## config.mk

```make
export PLATFORM = sky130hd
export DESIGN_NAME = sockEventReg
export DESIGN_NICKNAME = d
export VERILOG_FILES = /design/src/rtl/sockEvtPkg.sv /design/src/rtl/sockEvtSync.sv /design/src/rtl/sockEvtCtrl.sv /design/src/rtl/sockEvtDatapath.sv /design/src/rtl/sockEventReg.sv
export SDC_FILE = /design/constraint.sdc
export NUM_CORES = 1
export LEC_CHECK = 0
export ABC_AREA = 1
export ABC_CLOCK_PERIOD_IN_PS = 970
export BUFFER_PORTS_ARGS = -buffer_cell sky130_fd_sc_hd__buf_2
export CORE_ASPECT_RATIO = 2
export CORE_MARGIN = 2
export CORE_UTILIZATION = 27
export CTS_BUF_LIST = sky130_fd_sc_hd__clkbuf_16
export DETAILED_ROUTE_END_ITERATION = 8
export HOLD_SLACK_MARGIN = 0.08
export PLACE_DENSITY = 0.74
export SKIP_CTS_REPAIR_TIMING = 1
export SLEW_MARGIN = 5
export SYNTH_ARGS = -nofsm -noshare
export SYNTH_HDL_FRONTEND = slang
export SYNTH_SLANG_ARGS = --single-unit
```

## constraint.sdc

```tcl
create_clock -name clk -period 0.97 [get_ports clk]
set_clock_uncertainty 0.15 [all_clocks]
set_input_delay 0.1455 -clock clk [delete_from_list [all_inputs] [get_ports clk]]
set_output_delay 0.1455 -clock clk [all_outputs]
set_load 0.02 [all_outputs]
```

## src/rtl/sockEvtPkg.sv

```systemverilog
package sockEvtPkg;

  localparam int NUM_EVT  = 4;
  localparam int EVT_CSTS = 0;
  localparam int EVT_CD1  = 1;
  localparam int EVT_CD2  = 2;
  localparam int EVT_PWR  = 3;

  // Per-bit strobes handed from control to datapath each cycle.
  typedef struct packed {
    logic [NUM_EVT-1:0] hwSet;  // hardware change detected
    logic [NUM_EVT-1:0] swSet;  // software force
    logic [NUM_EVT-1:0] swClr;  // software write-one-to-clear
    logic [NUM_EVT-1:0] rstClr; // reset applies to this bit
  } evtStrobes_t;

endpackage

```

## src/rtl/sockEvtSync.sv

```systemverilog
module sockEvtSync #(
  parameter int WIDTH  = 5,
  parameter int STAGES = 2
) (
  input  logic             clk,
  input  logic [WIDTH-1:0] din,
  output logic [WIDTH-1:0] dout
);

  logic [WIDTH-1:0] pipe [STAGES];

  always_ff @(posedge clk) pipe[0] <= din;

  for (genvar s = 1; s < STAGES; s++) begin : g_stage
    always_ff @(posedge clk) pipe[s] <= pipe[s-1];
  end

  assign dout = pipe[STAGES-1];

endmodule

```

## src/rtl/sockEvtCtrl.sv

```systemverilog
module sockEvtCtrl
  import sockEvtPkg::*;
(
  input  logic               clk,
  input  logic               globalRstN,
  input  logic               busRstN,
  input  logic               pmEnable,
  input  logic               cardType,
  input  logic [NUM_EVT-1:0] statusSync,
  input  logic               cardRstSync,
  input  logic               wrEn,
  input  logic [NUM_EVT-1:0] wrBits,
  input  logic               forceEn,
  input  logic [NUM_EVT-1:0] forceBits,
  output evtStrobes_t        strb
);

  // History registers track the synchronized lines continuously, so no
  // spurious edge appears when a reset is released.
  logic [NUM_EVT-1:0] statusPrev;
  logic               cardRstPrev;

  always_ff @(posedge clk) begin
    statusPrev  <= statusSync;
    cardRstPrev <= cardRstSync;
  end

  logic [NUM_EVT-1:0] anyEdge;
  logic [NUM_EVT-1:0] riseEdge;
  logic               leaveCardRst;
  logic               busHit;
  logic               globalHit;

  assign anyEdge      = statusSync ^ statusPrev;
  assign riseEdge     = statusSync & ~statusPrev;
  assign leaveCardRst = cardRstPrev & ~cardRstSync;
  assign busHit       = ~busRstN;
  assign globalHit    = ~globalRstN;

  for (genvar i = 0; i < NUM_EVT; i++) begin : g_bit
    if (i == EVT_CSTS) begin : g_csts
      // 32-bit card: rising only; 16-bit card: either direction.
      assign strb.hwSet[i]  = (cardType ? riseEdge[i] : anyEdge[i]) |
                              (leaveCardRst & statusSync[i]);
      // Power-management enable shields this bit from the bus reset.
      assign strb.rstClr[i] = globalHit | (busHit & ~pmEnable);
    end else if (i == EVT_CD1 || i == EVT_CD2) begin : g_detect
      assign strb.hwSet[i]  = anyEdge[i] | (leaveCardRst & statusSync[i]);
      assign strb.rstClr[i] = globalHit | busHit;
    end else begin : g_plain
      assign strb.hwSet[i]  = anyEdge[i];
      assign strb.rstClr[i] = globalHit | busHit;
    end
    assign strb.swSet[i] = forceEn & forceBits[i];
    assign strb.swClr[i] = wrEn & wrBits[i];
  end

endmodule

```

## src/rtl/sockEvtDatapath.sv

```systemverilog
module sockEvtDatapath
  import sockEvtPkg::*;
#(
  parameter int DATA_W = 32
) (
  input  logic               clk,
  input  logic               globalRstN,
  input  evtStrobes_t        strb,
  input  logic [NUM_EVT-1:0] intMask,
  output logic [DATA_W-1:0]  rdData,
  output logic               irq
);

  localparam int PAD_W = DATA_W - NUM_EVT;

  logic [NUM_EVT-1:0] evt;

  for (genvar i = 0; i < NUM_EVT; i++) begin : g_evt
    always_ff @(posedge clk) begin
      if (strb.rstClr[i]) evt[i] <= 1'b0;
      else                evt[i] <= (evt[i] & ~strb.swClr[i]) |
                                    strb.hwSet[i] | strb.swSet[i];
    end
  end

  always_ff @(posedge clk) begin
    if (!globalRstN) irq <= 1'b0;
    else             irq <= |(evt & intMask);
  end

  assign rdData = {{PAD_W{1'b0}}, evt};

endmodule

```

## src/rtl/sockEventReg.sv

```systemverilog
module sockEventReg
  import sockEvtPkg::*;
#(
  parameter int DATA_W      = 32,
  parameter int SYNC_STAGES = 2
) (
  input  logic               clk,
  input  logic               globalRstN,
  input  logic               busRstN,
  input  logic               pmEnable,
  input  logic               cardType,
  input  logic               cardReset,
  input  logic [NUM_EVT-1:0] statusIn,
  input  logic               wrEn,
  input  logic [DATA_W-1:0]  wrData,
  input  logic               forceEn,
  input  logic [DATA_W-1:0]  forceData,
  input  logic [NUM_EVT-1:0] intMask,
  output logic [DATA_W-1:0]  rdData,
  output logic               irq
);

  localparam int SYNC_W = NUM_EVT + 1;

  logic [SYNC_W-1:0] syncOut;
  evtStrobes_t       strb;
  logic              unusedHiBits;

  // Reserved positions of the write ports carry no function.
  assign unusedHiBits = ^{wrData[DATA_W-1:NUM_EVT], forceData[DATA_W-1:NUM_EVT]};

  sockEvtSync #(.WIDTH(SYNC_W), .STAGES(SYNC_STAGES)) uSync (
    .clk  (clk),
    .din  ({cardReset, statusIn}),
    .dout (syncOut)
  );

  sockEvtCtrl uCtrl (
    .clk         (clk),
    .globalRstN  (globalRstN),
    .busRstN     (busRstN),
    .pmEnable    (pmEnable),
    .cardType    (cardType),
    .statusSync  (syncOut[NUM_EVT-1:0]),
    .cardRstSync (syncOut[NUM_EVT]),
    .wrEn        (wrEn),
    .wrBits      (wrData[NUM_EVT-1:0]),
    .forceEn     (forceEn),
    .forceBits   (forceData[NUM_EVT-1:0]),
    .strb        (strb)
  );

  sockEvtDatapath #(.DATA_W(DATA_W)) uData (
    .clk        (clk),
    .globalRstN (globalRstN),
    .strb       (strb),
    .intMask    (intMask),
    .rdData     (rdData),
    .irq        (irq)
  );

endmodule

```

==> results.py <==
metrics = {
    "outcome": {
        "status": "finished with violations",
        "violations": "negative setup slack",
    },
    "die": {
        "die_area_sq_mm": 0.00364,
        "core_area_sq_mm": 0.00298,
        "ios": 113,
        "die_h_microns": 83.4,
        "die_w_microns": 43.7,
        "rows": 28,
        "start_util": 0.286,
    },
    "cts": {
        "tritoncts": "yes",
        "clockBufferDepth": 2,
        "clock-sinks": 20,
        "path_clk_slew_ns": 0.05,
        "root_buffer": "clkbuf_16",
        "clkLatencyLatePin_ns": 0.25,
        "cts_buffers": 3,
        "htree_levels": 1,
    },
    "synthesis": {
        "synthTopCellsByArea": "dfxtp_1 47%, buf_4 25%, nand2_1 13%, inv_1 4.4%, nand3_1 1.8%",
        "muxShareOfSynthArea": 0,
        "synth.most_common_cell": "nand2_1",
        "syn_inst": 104,
        "synth_cell_types": 14,
        "synthAdderAreaFrac": 0.0147,
        "synth_seq_cells": 20,
        "dominantRegCellSynth": "dfxtp_1",
        "synth_xor_xnor_area_share": 0,
        "ys_seq_area_frac": 0.471,
        "synth_simple_gate_area_frac": 0.193,
        "synth_compound_area_frac": 0.0265,
        "synth.top_cell.area_share": 0.471,
        "synth_edf_count": 0,
        "synth_top_cell_by_area": "dfxtp_1",
        "syn_avg_cell_area_sq_um": 8.18,
        "netlist_area_sq_um": 851,
        "async_flop_share": 0,
        "ys_warn_count": 0,
        "synth_common_cells": "29 x nand2_1, 28 x buf_4, 20 x dfxtp_1",
        "synth_top_family_by_area": "buffers and inverters",
    },
    "timing": {
        "fin_ws_ns": -0.146,
        "hold_ws_ns": 0.00102,
        "finalSetupTns_ns": -0.447,
        "fin_crit_ns": 1.12,
        "drv_slew": 0,
        "rsz0062_at_grt": "true",
        "fmax_mhz": 896,
        "timing.final.crit_share": 1.15,
        "hold_viol_final": 0,
        "finalSetupViolCount": 10,
    },
    "global_route": {
        "track_usage": 0.0673,
        "grt_max_degree": 12,
        "grt.overflow.total": 0,
        "grt_pass1_wl_microns": 1720,
        "first_global_vias": 483,
        "antenna_found_initial": 0,
    },
    "place": {
        "place_congestion": 0.739,
        "dpl_cell_area_sq_um": 927,
        "dp_hpwl_microns": 1070,
        "numPortBuffers": 28,
    },
    "critical_path": {
        "cpPeakStageDelay_ns": 0.30,
        "cp_cell_sequence": "inv_1, ha_1, inv_1, nand2_1, nand3_1, nor2_1, nor2_1",
        "r2r-end": "uData.rdData[0]",
        "cp.arrival_ns": 1.11,
        "r2r-start": "uCtrl.statusPrev[0]",
        "reg2reg_depth": 7,
        "crit_path_start": "uCtrl.statusPrev[0]",
        "crit_type": "flip-flop to flip-flop",
        "worst_path_max_delay_cell": "dfxtp_1",
        "crit_path_max_fanout": 1,
        "start_kind": "flip-flop",
        "crit_required_ns": 0.96,
        "rrSetupSlack_ns": -0.15,
        "end_kind": "flip-flop",
    },
    "cells_and_area": {
        "final_area_sq_mm": 0.00110,
        "utilization": 0.369,
        "drive_gt1_frac": 0.254,
        "fillerInstances": 318,
        "antenna_cells": 0,
        "area_growth_pct": 29.1,
        "seqCellArea_sq_um": 405,
        "fin_nets": 224,
        "multi_input_area_sq_um": 304,
    },
    "power": {
        "power_density_mw_per_mm2": 1820,
        "ir_drop_mv": 1.10,
        "total_leakage_power_nw": 0.613,
        "power_mw": 2.00,
    },
    "drt": {
        "via_per_inst": 3.73,
        "route.met3.wl_microns": 163,
        "route.detailed.drc": 0,
        "top_layer": "met4",
        "via_count": 641,
        "drt-total-wl_microns": 1370,
        "first_pass_iters": 2,
        "dr.first_iter.drc_count": 4,
        "met2_length_microns": 730,
        "antenna_left": 0,
        "wl_met1_microns": 447,
        "wl_per_cell_microns": 7.97,
    },
    "run": {
        "cap_viol_max_count": 0,
    },
    "worst_hold_path": {
        "hold_path.class": "input port to flip-flop",
        "hold_depth": 3,
        "hp-start": "pmEnable",
        "hold_path_end": "uData.rdData[0]",
    },
}
## worst max-delay path by stage
stage	endpoint	slack, ns	cells after the start
6_report	uData.rdData[0]	-0.15	7
2_1_floorplan	uData.rdData[0]	-0.10	7
3_3_place_gp	uData.rdData[0]	-0.13	7
4_1_cts	uData.rdData[0]	-0.16	7
5_1_grt	uData.rdData[0]	-0.21	7
3_5_place_dp	uData.rdData[0]	-0.15	7
## critical path, delay by kind of cell, from the launching register on
kind,cells,cell delay [ns]
buf+inv,2,0.07
simple gates,4,0.22
fa+ha+maj,1,0.26
flops,1,0.30
## power breakdown
part | total (mW) | internal (mW) | switching (mW)
Sequential | 0.896 | 0.873 | 0.0225
Combinational | 0.285 | 0.107 | 0.178
Clock | 0.823 | 0.548 | 0.275
## final cells by class
cell class                      count  share of cell area
Multi-Input combinational cell     73               0.277
Tap cell                           30              0.0342
Inverter                           10              0.0342
Clock buffer                        3              0.0683
Clock inverter                      1             0.00342
Sequential cell                    20               0.369
Timing Repair Buffer               35               0.214
## cells by family (layout without fill, tap and decap cells)
logic type / Yosys count / in the layout
buf+inv: 38 / 49
flops: 20 / 20
compound gates: 4 / 4
fa+ha+maj: 1 / 1
other cells: 1 / 28
simple gates: 40 / 40
## registers in the layout, indices dropped and copies added, names as in the netlist
| register | count |
|---|---|
| uSync.pipe | 10 |
| uCtrl.statusPrev | 4 |
| uData.rdData | 4 |
| uCtrl.cardRstPrev | 1 |
| uData.irq | 1 |
## cell usage in the layout (no fill, tap or decap), types with 3 or more instances in the layout
cell type	n
nand2_1	29
conb_1	28
buf_2	23
dfxtp_1	16
inv_1	10
dlygate4sd3_1	6
nor2_1	4
buf_6	4
dfxtp_2	4
nand3_1	3
clkbuf_16	3
## layer usage
metal  global-route usage  vias up
li1                     -      333
met5                    0        -
met3               0.0239        4
met2                0.124       47
met4               0.0661        0
met1               0.0428      257
## stage by stage
stage	std cells	worst slack, ns
floorplan	131	-0.101
global placement	162	-0.128
detailed placement	162	-0.152
CTS	166	-0.161
global route	172	-0.215
finish	172	-0.146
No activity file was read; power rests on OpenSTA's default activity.
